`src/rtl/dll_lock_seq.sv`:
```
module dll_lock_seq #(
  parameter int          PW        = 16,
  parameter logic [31:0] CTL0_INIT = 32'h0010_1000
) (
  input  logic          clk,
  input  logic          rst_n,
  input  logic          start,
  input  logic [31:0]   ctl1_val,
  input  logic [PW-1:0] poll_limit,
  input  logic [31:0]   stat_word,
  output logic          wr_en,
  output logic          wr_sel,
  output logic [31:0]   wr_data,
  input  logic          wr_ack,
  output logic          done,
  output logic          timeout
);

  typedef enum logic [3:0] {
    S_IDLE, S_INIT, S_CFG, S_ON, S_RUN, S_POLL, S_FORCE, S_DONE, S_ERR
  } st_t;

  st_t           state;
  logic [31:0]   ctl1_q;
  logic [7:0]    lock_q;
  logic [PW-1:0] cnt;

  wire locked  = &stat_word[2:0];
  wire cnt_hit = ({1'b0, cnt} + 1'b1) == {1'b0, poll_limit};
  wire idle    = (state == S_IDLE) || (state == S_DONE) || (state == S_ERR);

  logic unused_stat;
  assign unused_stat = ^{stat_word[31:14], stat_word[5:3]};

  always_ff @(posedge clk or negedge rst_n) begin
    if (!rst_n) begin
      state  <= S_IDLE;
      ctl1_q <= '0;
      lock_q <= '0;
      cnt    <= '0;
    end else begin
      case (state)
        S_IDLE, S_DONE, S_ERR:
          if (start) begin
            state  <= S_INIT;
            ctl1_q <= ctl1_val;
            cnt    <= '0;
          end
        S_INIT:  if (wr_ack) state <= S_CFG;
        S_CFG:   if (wr_ack) state <= S_ON;
        S_ON:    if (wr_ack) state <= S_RUN;
        S_RUN:   if (wr_ack) state <= S_POLL;
        S_POLL:
          if (locked) begin
            lock_q <= stat_word[13:6];
            state  <= S_FORCE;
          end else if (cnt_hit) begin
            state <= S_ERR;
          end else begin
            cnt <= cnt + 1'b1;
          end
        S_FORCE: if (wr_ack) state <= S_DONE;
        default: state <= S_IDLE;
      endcase
    end
  end

  assign wr_en   = (state inside {S_INIT, S_CFG, S_ON, S_RUN, S_FORCE});
  assign wr_sel  = (state == S_CFG);
  assign done    = (state == S_DONE);
  assign timeout = (state == S_ERR);

  always_comb begin
    case (state)
      S_INIT:  wr_data = CTL0_INIT;
      S_CFG:   wr_data = ctl1_q;
      S_ON:    wr_data = CTL0_INIT | 32'h2;
      S_RUN:   wr_data = CTL0_INIT | 32'h3;
      S_FORCE: wr_data = CTL0_INIT | 32'h3 | {lock_q, 24'h0};
      default: wr_data = '0;
    endcase
  end

  p_hold_r5: assert property (@(posedge clk) disable iff (!rst_n)
    (wr_en && !wr_ack) |=> (wr_en && $stable(wr_data) && $stable(wr_sel)));

  p_lock_seen_r6: assert property (@(posedge clk) disable iff (!rst_n)
    (state == S_FORCE && $past(state) == S_POLL) |-> $past(&stat_word[2:0]));

  p_force_word_r7: assert property (@(posedge clk) disable iff (!rst_n)
    (wr_en && !wr_sel && wr_data[31:24] != 8'h00) |-> (wr_data[23:0] == (CTL0_INIT[23:0] | 24'h3)));

  p_done_after_ack_r7: assert property (@(posedge clk) disable iff (!rst_n)
    $rose(done) |-> $past(wr_en && wr_ack && !wr_sel));

  p_err_from_poll_r8: assert property (@(posedge clk) disable iff (!rst_n)
    $rose(timeout) |-> $past(state == S_POLL && !(&stat_word[2:0])));

  p_busy_ignores_start_r9: assert property (@(posedge clk) disable iff (!rst_n)
    (!idle && state != S_RUN && state != S_POLL && start && !wr_ack) |=> $stable(state));

  p_reset_quiet_r1: assert property (@(posedge clk) disable iff (!rst_n)
    (idle && !start) |=> !wr_en);

endmodule

```
`config.mk`:
```
export PLATFORM = sky130hd
export DESIGN_NAME = dll_lock_seq
export DESIGN_NICKNAME = d
export VERILOG_FILES = /design/src/rtl/dll_lock_seq.sv
export SDC_FILE = /design/constraint.sdc
export NUM_CORES = 1
export LEC_CHECK = 0
export BUFFER_PORTS_ARGS = -buffer_cell sky130_fd_sc_hd__buf_2
export CAP_MARGIN = 20
export CORE_AREA = 4 4 89 91
export CTS_CLUSTER_SIZE = 10
export DETAILED_ROUTE_END_ITERATION = 16
export DIE_AREA = 0 0 93 95
export PLACE_DENSITY_LB_ADDON = 0.05
export SYNTH_ARGS = -nofsm -noshare
export SYNTH_HDL_FRONTEND = slang
export SYNTH_SLANG_ARGS = --single-unit
```
`constraint.sdc`:
```
create_clock -name clk -period 3.46 [get_ports clk]
set_input_delay 0.173 -clock clk [delete_from_list [all_inputs] [get_ports clk]]
set_output_delay 0.173 -clock clk [all_outputs]
set_load 0.005 [all_outputs]
```
==> metrics.md <==
| Metric | Value |
|---|---|
| P_int | 1920 uW |
| Asr flop ratio synth | 1.00 |
| Core Footprint | around 0.0071 sq mm |
| First-pass GRT wire length | around 15000 microns |
| CP max stage cell | or4_4 |
| Unrepaired setup endpoints after global routing | no |
| Period utilization | 0.868 |
| Min-Delay Path Class | in2reg |
| Post-synth top flop | dfrtp_1 |
| Level count of the clock H-tree | 3 |
| Clk slew on worst S/H paths | roughly 0.070 ns |
| Vias per Instance | around 5.6 |
| Vias | approximately 3000 |
| I/O pin cnt | 120 |
| Synth top area cells | dfrtp_1 42%, mux2_2 13%, xnor2_1 4.2% |
| Placer congestion estimate | slightly below 0.9 |
| Clock Sinks | 60 |
| Share of layout cells above drive strength 1 | 0.386 |
| # Max-Cap Violations | 0 |
| Gate Count Post-Synth | between 300 and 400 |
| Fin nets | around 530 |
| Post-synth EDFFs | 0 |
| FF-to-FF setup slack | 0.46 ns |
| Final Non-Filler Cells | roughly 550 |
| XOR/XNOR Fraction of Synth Area | 0.0538 |
| Final HPWL DP | approximately 6200 microns |
| Net switching power | slightly below 1000 uW |
| Sw Share | 0.334 |
| Placed instance count | 530 |
| Starting Density | 0.498 |
| GRT overflow | 0 |
| CP Cell Sequence | ha_1 -> nand3_1 -> or4_4 -> xnor2_1 -> o211ai_2 -> nor4_4 -> or2_1 -> buf_12 -> mux2i_1 |
| CP bufs+invs | 1 |
| Post-Route WL | approximately 8700 microns |
| Main combinational cell family by area after synthesis | simple AND/OR/NAND/NOR gates |
| Std-Cell Rows | 31 |
| VDD IR-drop max | about 0.37 mV |
| Setup bufs post-CTS | 0 |
| Clock skew | around 0.0060 ns |
| Setup crit end kind | flop |
| Gr usage total | 0.208 |
| Levels on crit path | 9 |
| Vias in the first global route | 3072 |
| Complex-gate fraction of the synthesized area | 0.160 |
| Comb power frac | 0.376 |
| Critical path data required time | around 3.7 ns |
| Final ANT Viol Nets | 0 |
| Initial antenna violation count | 0 |
| Per-cell routed wire length | approximately 16 microns |
| Simple-Gate Fraction of Synth Area | 0.185 |
| DRC | 0 |
| Largest net degree at the start of global routing | 36 |
| Placement Cell Area | between 0.004 and 0.005 sq mm |
| Setup CP Type | reg2reg |
| Flop pwr share | 0.401 |
| Worst-Skew Late Latency | 0.33 ns |
| Share of the synthesized area in the top cell type | 0.422 |
| Fmax | around 0.33 GHz |
| Port Buffer Count | 98 |
| CTS buffer count | 9 |
| CP max FO | 10 |
| Synth unique cells | 51 |
| Hold Vio Cnt, Final | 0 |
| LEAKAGE | 0.00198 uW |
| Root Buffer | clkbuf_8 |
| Startpoint types | flop |
| Delay-heaviest family, CP | simple AND/OR/NAND/NOR gates |
| Area Growth Syn to Fin | 22.3% |
| Post-route cell area | around 0.0044 sq mm |
| Post-Syn Area per Cell | between 10 and 15 sq um |
| Syn Nets | between 400 and 500 |
| 1st-iter DRT viols | 184 |
| Post-synthesis instance area | 0.00356 sq mm |
| Worst EP arrival | approximately 3.3 ns |
| Synth area leader | dfrtp_1 |
| Fillers | 671 |
| Die Span Y | ~95 microns |
| Status | finished, final reports clean |
| Hold depth | 2 |
| Bufs on Longest Clock Path | 2 |
| Power density cells | approximately 660 mW/mm^2 |
| Final min period | ~3 ns |
| Drt pass-1 iters | 4 |
| Final setup violation count | 0 |
| Post-synthesis mux area share | 0.132 |
| N_diodes | 0 |
| Worst-Margin Slew | between 0.7 and 0.8 ns |
| Sum Neg Setup Slack | 0 ns |
| Cells on worst reg2reg path | 9 |
| CTS tree | done |
| Tot Pwr | 2890 uW |
| Synth Warn # | 0 |
| Area of the die | 0.00884 sq mm |
| Die X | about 93 microns |
| Clock power share | 0.223 |
| Rel. slew slack | 0.472 |
| Slowest cell delay on critical path | 0.60 ns |
| Area share of fa/ha/maj cells after synthesis | 0.00352 |
| Sequential element share of the synthesized area | 0.422 |
| Seq cells post-synth | 60 |
| Slew Viols, Final | 0 |
==> power groups by stage <==
stage | Sequential (uW) | Clock, uW | Combinational [uW]
6_report | 1160 | 644 | 1090
2_1_floorplan | 1070 | 0 | 809
5_1_grt | 1200 | 690 | 1210
4_1_cts | 1160 | 658 | 1100
3_5_place_dp | 1170 | 0 | 1100
3_3_place_gp | 1150 | 0 | 1080
==> flip-flops by register name, summed over array words and instances (netlist names) <==
register	flops
lock_q	8
state	4
ctl1_q	32
cnt	16
==> kinds of logic after synthesis <==
logic type                 count (synthesis)
xor gates and xnor gates                  21
muxes                                     42
adders and majority gates                  1
AOI/OAI and AO/OA                         78
DFF                                       60
and+or+nand+nor                          116
buffers and inverters                     33
==> layout by cell type (no fill, tap or decap), types with 6 or more instances in the layout <==
| master | instances |
|---|---|
| buf_2 | 98 |
| nand4_1 | 6 |
| clkbuf_8 | 11 |
| dfrtp_1 | 60 |
| o21ai_0 | 14 |
| mux2_2 | 40 |
| a31o_1 | 13 |
| nand3_1 | 19 |
| nor3_1 | 7 |
| o41ai_1 | 10 |
| xnor2_1 | 17 |
| buf_4 | 8 |
| nor2_1 | 13 |
| and2_1 | 21 |
| a22o_1 | 8 |
| a21oi_1 | 9 |
| nand2_1 | 19 |
| inv_1 | 6 |
| nand2b_1 | 6 |
==> cells in the mapped netlist (all sizes together) (2+ instances only) <==
library cell  instances
or3                   3
a31oi                 2
inv                   6
clkbuf               16
and3                  4
mux2i                 2
buf                  11
nor2                 13
and2                 21
nand3                20
nor4                  6
nand2                19
mux2                 40
nand4                 6
o41ai                10
dfrtp                60
xnor2                18
or2                   2
xor2                  3
nand2b                6
o211ai                4
a31o                 15
a21oi                 9
nor3                  7
and4                  2
a21o                  3
o21ai                18
a22o                  8
o31ai                 2
or4                   4
==> repair_timing <==
| action | in CTS | in global routing |
|---|---|---|
| hold buffers | 1 | 0 |
| endpoints found under the hold margin | 25 | 0 |
| gates resized for setup | 0 | 0 |
==> layer usage <==
layer  vias to the layer above  global-route usage  share of wire
met5                         -                   0              0
met4                         0              0.0708          0.015
met3                        12              0.0749          0.078
met2                        86               0.335           0.48
met1                      1462               0.260           0.43
li1                       1478                   -              -
==> cell type report <==
| cell class | count | area, sq um | area share |
|---|---|---|---|
| Multi-Input combinational cell | 258 | 1920 | 0.441 |
| Sequential cell | 60 | 1500 | 0.345 |
| Timing Repair Buffer | 108 | 581 | 0.133 |
| Clock buffer | 12 | 155 | 0.0357 |
| Tap cell | 99 | 124 | 0.0285 |
| Clock inverter | 4 | 47.5 | 0.0109 |
| Inverter | 6 | 22.5 | 0.00518 |
==> worst reg2reg max path, cell delays in order (launching register included) <==
cell and delay, ns:
dfrtp_1 0.46, ha_1 0.32, nand3_1 0.26, or4_4 0.60, xnor2_1 0.19, o211ai_2 0.15, nor4_4 0.24, or2_1 0.35
buf_12 0.18, mux2i_1 0.18
==> stage by stage <==
step / util / worst slack, ns / hold WS (ns)
6_report: 0.610 / 0.457 / 0.0671
3_3_place_gp: 0.580 / 0.528 / 0.203
4_1_cts: 0.610 / 0.440 / 0.0523
3_5_place_dp: 0.580 / 0.452 / 0.202
2_1_floorplan: - / 0.801 / -0.123
5_1_grt: 0.610 / 0.227 / 0.0623
==> final timing paths <==
kind	startpoint	end
worst max-delay path	cnt[0]	cnt[1]
worst min-delay path	ctl1_val[14]	ctl1_q[14]
worst max register to register	cnt[0]	cnt[1]
worst min register to register	ctl1_q[2]	ctl1_q[2]
max in group asynchronous	rst_n	ctl1_q[27]
min in group asynchronous	rst_n	ctl1_q[22]
(Power assumes the default switching activity.)
